==> src/rtl/spi_xfer_pkg.sv <==
// Package: shared types and helpers for the SPI transfer engine.
// Assumes: nothing beyond IEEE 1800-2017 constant functions.
package spi_xfer_pkg;

    // Sequencer phases of one transfer.
    typedef enum logic [1:0] {
        XS_IDLE  = 2'd0,
        XS_LEAD  = 2'd1,
        XS_SHIFT = 2'd2,
        XS_GAP   = 2'd3
    } xfer_state_e;

    // Largest of three widths, used to size the shared timer.
    function automatic int unsigned max3(input int unsigned a,
                                         input int unsigned b,
                                         input int unsigned c);
        int unsigned m;
        m = (a > b) ? a : b;
        return (m > c) ? m : c;
    endfunction

endpackage

==> src/rtl/spi_phase_timer.sv <==
// Module: loadable down counter that times every phase of a transfer
// (lead delay, SCK half periods, closing hold, trailing gap).
// Assumes: load has priority; counting pauses while run is low and
// stops at zero, where expired is reported.
module spi_phase_timer #(
    parameter int CNT_W = 8
) (
    input  logic             clk,
    input  logic             rst_n,
    input  logic             run,
    input  logic             load,
    input  logic [CNT_W-1:0] load_val,
    output logic             expired
);

    logic [CNT_W-1:0] cnt_q;

    // Count down towards zero, reloading on request.
    always_ff @(posedge clk) begin
        if (!rst_n) begin
            cnt_q <= '0;
        end else if (load) begin
            cnt_q <= load_val;
        end else if (run && (cnt_q != '0)) begin
            cnt_q <= cnt_q - CNT_W'(1);
        end
    end

    assign expired = (cnt_q == '0);

endmodule

==> src/rtl/spi_shift_unit.sv <==
// Module: transmit and receive shift registers, most significant bit first.
// Assumes: the sequencer supplies one-cycle launch and capture strobes
// that never coincide with load.
module spi_shift_unit #(
    parameter int DATA_W = 8
) (
    input  logic              clk,
    input  logic              rst_n,
    input  logic              load,
    input  logic [DATA_W-1:0] tx_word,
    input  logic              launch,
    input  logic              capture,
    input  logic              miso,
    output logic              mosi,
    output logic [DATA_W-1:0] rx_shift
);

    logic [DATA_W-1:0] tx_q;
    logic [DATA_W-1:0] rx_q;

    // Load the word, then advance the outgoing bit on each launch.
    always_ff @(posedge clk) begin
        if (!rst_n) begin
            tx_q <= '0;
        end else if (load) begin
            tx_q <= tx_word;
        end else if (launch) begin
            tx_q <= {tx_q[DATA_W-2:0], 1'b0};
        end
    end

    // Clear on load, then append the incoming bit on each capture.
    always_ff @(posedge clk) begin
        if (!rst_n) begin
            rx_q <= '0;
        end else if (load) begin
            rx_q <= '0;
        end else if (capture) begin
            rx_q <= {rx_q[DATA_W-2:0], miso};
        end
    end

    assign mosi     = tx_q[DATA_W-1];
    assign rx_shift = rx_q;

endmodule

==> src/rtl/spi_seq_ctrl.sv <==
// Module: transfer sequencer. Owns chip select, SCK, edge numbering and
// the selection of each phase length for the shared timer.
// Assumes: baud_div is held steady during a transfer apart from pausing
// with zero; phase and trailing-gap settings are captured at start.
module spi_seq_ctrl
    import spi_xfer_pkg::*;
#(
    parameter int DATA_W  = 8,
    parameter int BAUD_W  = 8,
    parameter int LEAD_W  = 7,
    parameter int TRAIL_W = 8,
    parameter int CNT_W   = 8
) (
    input  logic               clk,
    input  logic               rst_n,
    input  logic               start,
    input  logic [BAUD_W-1:0]  baud_div,
    input  logic               cpol,
    input  logic               cpha,
    input  logic               lead_en,
    input  logic [LEAD_W-1:0]  lead_cnt,
    input  logic               trail_en,
    input  logic [TRAIL_W-1:0] trail_cnt,
    input  logic               tmr_expired,
    output logic               tmr_run,
    output logic               tmr_load,
    output logic [CNT_W-1:0]   tmr_val,
    output logic               accept,
    output logic               launch,
    output logic               capture,
    output logic               finish,
    output logic               sck,
    output logic               cs_n,
    output logic               busy,
    output logic               done
);

    localparam int EDGE_TOTAL = 2 * DATA_W;
    localparam int EDGE_W     = $clog2(EDGE_TOTAL + 1);

    xfer_state_e        state_q;
    logic [EDGE_W-1:0]  edge_q;
    logic               sck_q;
    logic               cs_n_q;
    logic               done_q;
    logic               cpha_q;
    logic               trail_en_q;
    logic [TRAIL_W-1:0] trail_cnt_q;

    logic               tick;
    logic               all_edges;
    logic               edge_evt;
    logic [EDGE_W-1:0]  edge_num;
    logic               leading;
    logic               first_edge;
    logic               last_edge;
    logic [CNT_W-1:0]   half_len;
    logic [CNT_W-1:0]   lead_len;
    logic [CNT_W-1:0]   gap_len;

    // Timer runs only with a nonzero divider; a tick ends the current phase.
    assign tmr_run   = (baud_div != '0);
    assign tick      = tmr_run && tmr_expired;
    assign accept    = (state_q == XS_IDLE) && start && tmr_run;
    assign all_edges = (edge_q == EDGE_W'(EDGE_TOTAL));
    assign finish    = tick && (state_q == XS_SHIFT) && all_edges;

    // Edge bookkeeping: number of the SCK edge made at this tick.
    assign edge_evt   = tick && ((state_q == XS_LEAD) ||
                                 ((state_q == XS_SHIFT) && !all_edges));
    assign first_edge = (state_q == XS_LEAD);
    assign edge_num   = first_edge ? EDGE_W'(1) : (edge_q + EDGE_W'(1));
    assign leading    = edge_num[0];
    assign last_edge  = (edge_num == EDGE_W'(EDGE_TOTAL));

    // Phase decides which edges move MOSI and which sample MISO.
    assign launch  = edge_evt && (cpha_q ? (leading && !first_edge)
                                         : (!leading && !last_edge));
    assign capture = edge_evt && (cpha_q ? !leading : leading);

    // Phase lengths with their defaults when the command bit is off.
    assign half_len = CNT_W'(baud_div);
    assign lead_len = (lead_en && (lead_cnt != '0)) ? CNT_W'(lead_cnt) : half_len;
    assign gap_len  = (trail_en_q && (trail_cnt_q != '0)) ? CNT_W'(trail_cnt_q)
                                                          : CNT_W'(1);

    // Timer reload at each phase boundary, minus one for the reload cycle.
    assign tmr_load = accept || edge_evt || finish;
    always_comb begin
        if (accept) begin
            tmr_val = lead_len - CNT_W'(1);
        end else if (finish) begin
            tmr_val = gap_len - CNT_W'(1);
        end else begin
            tmr_val = half_len - CNT_W'(1);
        end
    end

    // Capture the per-transfer command bits at the accepted start.
    always_ff @(posedge clk) begin
        if (!rst_n) begin
            cpha_q      <= 1'b0;
            trail_en_q  <= 1'b0;
            trail_cnt_q <= '0;
        end else if (accept) begin
            cpha_q      <= cpha;
            trail_en_q  <= trail_en;
            trail_cnt_q <= trail_cnt;
        end
    end

    // Main sequencer: idle, lead, sixteen edges plus hold, trailing gap.
    always_ff @(posedge clk) begin
        if (!rst_n) begin
            state_q <= XS_IDLE;
            edge_q  <= '0;
            sck_q   <= 1'b0;
            cs_n_q  <= 1'b1;
        end else begin
            unique case (state_q)
                XS_IDLE: begin
                    sck_q <= cpol;
                    if (accept) begin
                        state_q <= XS_LEAD;
                        cs_n_q  <= 1'b0;
                        edge_q  <= '0;
                    end
                end
                XS_LEAD: begin
                    if (tick) begin
                        sck_q   <= ~sck_q;
                        edge_q  <= EDGE_W'(1);
                        state_q <= XS_SHIFT;
                    end
                end
                XS_SHIFT: begin
                    if (tick) begin
                        if (all_edges) begin
                            cs_n_q  <= 1'b1;
                            state_q <= XS_GAP;
                        end else begin
                            sck_q  <= ~sck_q;
                            edge_q <= edge_q + EDGE_W'(1);
                        end
                    end
                end
                XS_GAP: begin
                    if (tick) begin
                        state_q <= XS_IDLE;
                    end
                end
                default: state_q <= XS_IDLE;
            endcase
        end
    end

    // One-cycle completion pulse aligned with chip-select negation.
    always_ff @(posedge clk) begin
        if (!rst_n) begin
            done_q <= 1'b0;
        end else begin
            done_q <= finish;
        end
    end

    assign sck  = sck_q;
    assign cs_n = cs_n_q;
    assign busy = (state_q != XS_IDLE);
    assign done = done_q;

endmodule

==> src/rtl/spi_xfer_master.sv <==
// Module: top of the SPI master transfer engine. Wires the sequencer,
// the shared phase timer and the shift unit, and holds the receive word.
// Assumes: a single slave on one chip select, transfers of DATA_W bits.
module spi_xfer_master #(
    parameter int DATA_W  = 8,
    parameter int BAUD_W  = 8,
    parameter int LEAD_W  = 7,
    parameter int TRAIL_W = 8
) (
    input  logic               clk,
    input  logic               rst_n,
    input  logic [BAUD_W-1:0]  baud_div,
    input  logic               cpol,
    input  logic               cpha,
    input  logic               lead_en,
    input  logic [LEAD_W-1:0]  lead_cnt,
    input  logic               trail_en,
    input  logic [TRAIL_W-1:0] trail_cnt,
    input  logic               start,
    input  logic [DATA_W-1:0]  tx_word,
    output logic [DATA_W-1:0]  rx_word,
    output logic               done,
    output logic               busy,
    output logic               sck,
    output logic               mosi,
    input  logic               miso,
    output logic               cs_n
);

    localparam int CNT_W = spi_xfer_pkg::max3(BAUD_W, LEAD_W, TRAIL_W);

    logic              tmr_run;
    logic              tmr_load;
    logic [CNT_W-1:0]  tmr_val;
    logic              tmr_expired;
    logic              accept;
    logic              launch;
    logic              capture;
    logic              finish;
    logic [DATA_W-1:0] rx_shift;
    logic [DATA_W-1:0] rx_q;

    spi_seq_ctrl #(
        .DATA_W  (DATA_W),
        .BAUD_W  (BAUD_W),
        .LEAD_W  (LEAD_W),
        .TRAIL_W (TRAIL_W),
        .CNT_W   (CNT_W)
    ) u_seq (
        .clk         (clk),
        .rst_n       (rst_n),
        .start       (start),
        .baud_div    (baud_div),
        .cpol        (cpol),
        .cpha        (cpha),
        .lead_en     (lead_en),
        .lead_cnt    (lead_cnt),
        .trail_en    (trail_en),
        .trail_cnt   (trail_cnt),
        .tmr_expired (tmr_expired),
        .tmr_run     (tmr_run),
        .tmr_load    (tmr_load),
        .tmr_val     (tmr_val),
        .accept      (accept),
        .launch      (launch),
        .capture     (capture),
        .finish      (finish),
        .sck         (sck),
        .cs_n        (cs_n),
        .busy        (busy),
        .done        (done)
    );

    spi_phase_timer #(
        .CNT_W (CNT_W)
    ) u_timer (
        .clk      (clk),
        .rst_n    (rst_n),
        .run      (tmr_run),
        .load     (tmr_load),
        .load_val (tmr_val),
        .expired  (tmr_expired)
    );

    spi_shift_unit #(
        .DATA_W (DATA_W)
    ) u_shift (
        .clk      (clk),
        .rst_n    (rst_n),
        .load     (accept),
        .tx_word  (tx_word),
        .launch   (launch),
        .capture  (capture),
        .miso     (miso),
        .mosi     (mosi),
        .rx_shift (rx_shift)
    );

    // Publish the assembled word at the end of the transfer.
    always_ff @(posedge clk) begin
        if (!rst_n) begin
            rx_q <= '0;
        end else if (finish) begin
            rx_q <= rx_shift;
        end
    end

    assign rx_word = rx_q;

endmodule

==> config.mk <==
export PLATFORM = sky130hd
export DESIGN_NAME = spi_xfer_master
export DESIGN_NICKNAME = d
export VERILOG_FILES = /design/src/rtl/spi_xfer_pkg.sv /design/src/rtl/spi_phase_timer.sv /design/src/rtl/spi_shift_unit.sv /design/src/rtl/spi_seq_ctrl.sv /design/src/rtl/spi_xfer_master.sv
export SDC_FILE = /design/constraint.sdc
export NUM_CORES = 1
export LEC_CHECK = 0
export BUFFER_PORTS_ARGS = -buffer_cell sky130_fd_sc_hd__buf_2
export CORE_UTILIZATION = 60
export DETAILED_ROUTE_END_ITERATION = 12
export MAX_ROUTING_LAYER = met4
export PLACE_DENSITY = 0.85
export SLEW_MARGIN = 20
export SYNTH_ARGS = -nofsm -noshare
export SYNTH_HDL_FRONTEND = slang
export SYNTH_HIERARCHICAL = 1
export SYNTH_SLANG_ARGS = --single-unit
==> constraint.sdc <==
create_clock -name clk -period 7.1 [get_ports clk]
set_clock_uncertainty 0.1 [all_clocks]
set_input_delay 1.065 -clock clk [delete_from_list [all_inputs] [get_ports clk]]
set_output_delay 1.065 -clock clk [all_outputs]
set_load 0.01 [all_outputs]
==> results by group <==
Status
  – Run status: completed

Critical path
  – Top delay family on crit path: simple AND/OR/NAND/NOR gates
  – Crit start category: flip-flop
  – Max incr delay on CP: 0.67 ns
  – Setup crit start: u_timer/cnt_q[2]
  – Crit end category: flip-flop
  – Critical Path AT: 4.02 ns
  – Crit path cell chain: or4_4 -> nor4_1 -> o21ai_4 -> a2bb2oi_2 -> a222oi_1 -> nand3_2 -> nor4_2 -> xnor2_1 -> o21ai_0 -> a31oi_1
  – CP Class: flip-flop to flip-flop
  – Worst-path fanout max: 13
  – Critical Path RT: 7.25 ns
  – CP bufs+invs: 0
  – Critical-path top delay cell: a222oi_1
  – R2R Path Start: u_timer/cnt_q[2]

Power and ir drop
  – Switching Fraction: 0.412
  – Peak supply drop: 0.174 mV
  – Sw power: 0.438 mW
  – Pleak: 1.35 nW
  – Comb pwr share: 0.464
  – P_int: 0.626 mW
  – Part of the power in the clock network: 0.167
  – PD cells: 319 nW/um^2
  – Sequential Power Share: 0.368

STA
  – Final Hold Fails: 0
  – Max frequency: 258 MHz
  – Max Slew Vio Count: 0
  – Period utilisation layout: 0.545
  – Relative slew slack: 0.353
  – Setup violations, final: 0
  – Final TNS setup: 0 ns
  – RSZ-0062 raised after global routing: no
  – Final worst path period need: 3.87 ns
  – Worst slew pin tran: 0.967 ns

Global routing
  – Largest net degree at the start of global routing: 31
  – Gr usage total: 0.252
  – Met3 usage: 0.0514
  – Total global routing overflow: 0
  – Initial antenna violation count: 0
  – M1 GR Usage: 0.318
  – Gr busiest metal: met2
  – Met2 usage: 0.388
  – Global-route wire length before repair: 9960 um
  – Vias in the first global route: 2274

Synthesis
  – Syn Area/Cell: 8.64 um^2
  – Fraction of registers with async set/reset: 0
  – Yosys cell types: 55
  – Syn nets: 392
  – Mux contribution to synthesized area: 0.107
  – Number of synthesized flops with an enable pin: 0
  – Cells after synthesis: 343
  – Mapped Area: 2960 um^2
  – Most common cell in the netlist: dfxtp_1
  – Post-synth top area share: 0.351
  – Warnings from Yosys: 6
  – Compound-Gate Fraction of Synth Area: 0.177
  – Adder-cell area share of the yosys netlist: 0.0422
  – Synth Area in XOR/XNOR: 0.0266
  – Leading area contributor after synthesis: dfxtp_1
  – Seq/Total Area, Yosys: 0.351
  – Post-synthesis simple-gate area fraction: 0.245
  – Largest family of logic cells by synthesized area: simple AND/OR/NAND/NOR gates
  – Main synth FF type: dfxtp_1
  – Post-synth top cells: 52 x dfxtp_1, 46 x nand2_1, 24 x a21oi_1
  – Main area contributors after synthesis: dfxtp_1 35%, mux2i_1 6.8%, nand2_1 5.8%
  – Post-synthesis register bit count: 52

CTS
  – H-tree depth: 2
  – Clk sinks: 52
  – TritonCTS clock tree: done
  – CTS max path bufs: 2
  – Worst-path clk slew: 0.10 ns
  – Skew-Pair Late Insertion Delay: 0.31 ns
  – CTS Buf Count: 5
  – Post_cts resized: 0
  – Hold Buf Count CTS: 0
  – Post-CTS setup buffers: 0
  – Root buf cell: clkbuf_8

Drt
  – DR WL/cell: 13.8 um
  – Via/cell ratio: 5.74
  – TritonRoute pass-1 iters: 5
  – Post-route ant nets: 0
  – Via count: 2610
  – DRC errors left: 0
  – Iteration-0 DRC Markers: 123
  – Routed wire length: 6300 um

Finish
  – Layout cell share with drive strength beyond 1: 0.209
  – Final net count: 436
  – N_diodes: 0
  – Area grow syn2layout: 12.7%
  – Final non-filler cell total: 455

Floorplan
  – IO Count: 52
  – Chip Width: 72.3 um
  – Die Span Y: 72.3 um
  – Total die area: 5220 um^2
  – Initial Utilization: 0.627
  – # rows: 25
  – Core Area: 4720 um^2

Flow run
  – Max cap viols: 0

Worst hold path
  – HP Class: flip-flop to flip-flop
  – Hold path startpoint: u_seq/trail_cnt_q[0]

Placed design
  – Dpl hpwl: 4680 um
  – Cell count after placement: 447
  – Port bufs: 51
  – RD Place Congestion: 0.979
cell type report:
cell class	count	area (um^2)
Timing Repair Buffer	51	255
Multi-Input combinational cell	256	1790
Clock buffer	5	68.8
Clock inverter	3	26.3
Sequential cell	52	1040
Inverter	21	78.8
Tap cell	67	83.8
Fill cell	375	1380
placed cells by master (no fill, tap or decap), types with 2 or more instances in the layout:
| cell type | count |
|---|---|
| nor2b_1 | 8 |
| inv_1 | 20 |
| o31ai_1 | 3 |
| o21ai_0 | 8 |
| a211oi_1 | 4 |
| a22oi_1 | 2 |
| clkbuf_8 | 5 |
| nand3_1 | 14 |
| buf_2 | 51 |
| dfxtp_1 | 52 |
| o22ai_1 | 3 |
| nand4_1 | 2 |
| or4_4 | 3 |
| xor2_1 | 4 |
| nor3_1 | 9 |
| xnor2_1 | 5 |
| nand2b_1 | 10 |
| o211a_1 | 8 |
| clkinvlp_4 | 2 |
| mux2_4 | 7 |
| nor4_1 | 7 |
| a21oi_1 | 24 |
| mux2i_1 | 20 |
| o21a_1 | 2 |
| nor2_1 | 19 |
| a31oi_1 | 4 |
| a221o_1 | 3 |
| a222oi_1 | 2 |
| and2_1 | 3 |
| nand2_1 | 46 |
| nor3b_1 | 3 |
| ha_1 | 10 |
per-stage QoR:
stage          instance area (um^2)   util  worst slack (ns)  hold WS, ns  power, mW
2_1_floorplan                  2960      -              3.73        0.336      0.776
3_3_place_gp                   3240  0.685              3.24        0.358      0.860
3_5_place_dp                   3240  0.685              3.09        0.363      0.878
4_1_cts                        3330  0.705              3.29        0.377       1.06
5_1_grt                        3340  0.707              3.01        0.393       1.13
6_report                       3340  0.707              3.23        0.378       1.06
cell families (layout without fill, tap and decap cells):
family          after synthesis  after routing
flops                        52             52
compound gates               72             72
xor+xnor                      9              9
simple gates                137            137
buf+inv                      35             80
mux                          28             28
fa+ha+maj                    10             10
registers in the layout, indices dropped and copies added, names as in the netlist, 2 cells and up:
register / cells
rx_word: 8
u_seq/trail_cnt_q: 8
u_shift/rx_shift: 8
u_shift/tx_q: 8
u_timer/cnt_q: 8
u_seq/edge_q: 5
u_seq/state_q: 2
power by group through the flow:
stage               registers, mW  clock network [mW]  logic [mW]
global placement            0.394                   0       0.467
global route                0.397               0.196       0.539
finish                      0.392               0.178       0.494
CTS                         0.391               0.184       0.484
detailed placement          0.397                   0       0.481
floorplan                   0.386                   0       0.389
routing by layer:
| layer | routed length, um | vias up | share of wire |
|---|---|---|---|
| met5 | 0 | - | 0 |
| met4 | 139 | 0 | 0.022 |
| met3 | 266 | 14 | 0.042 |
| met2 | 2970 | 68 | 0.47 |
| met1 | 2930 | 1216 | 0.46 |
| li1 | - | 1312 | - |
worst paths after layout:
check                    endpoint  slack (ns)  cells after the start
min          u_seq/trail_cnt_q[0]        0.38                      2
min reg2reg  u_seq/trail_cnt_q[0]        0.38                      2
max reg2reg      u_timer/cnt_q[7]        3.23                     10
max              u_timer/cnt_q[7]        3.23                     10
worst reg2reg max path, cell delays in order (launching register included):
cell and delay, ns:
dfxtp_1 0.38, or4_4 0.59, nor4_1 0.61, o21ai_4 0.27, a2bb2oi_2 0.27, a222oi_1 0.67, nand3_2 0.20, nor4_2 0.34
xnor2_1 0.14, o21ai_0 0.09, a31oi_1 0.16
No activity file was read; power rests on OpenSTA's default activity.
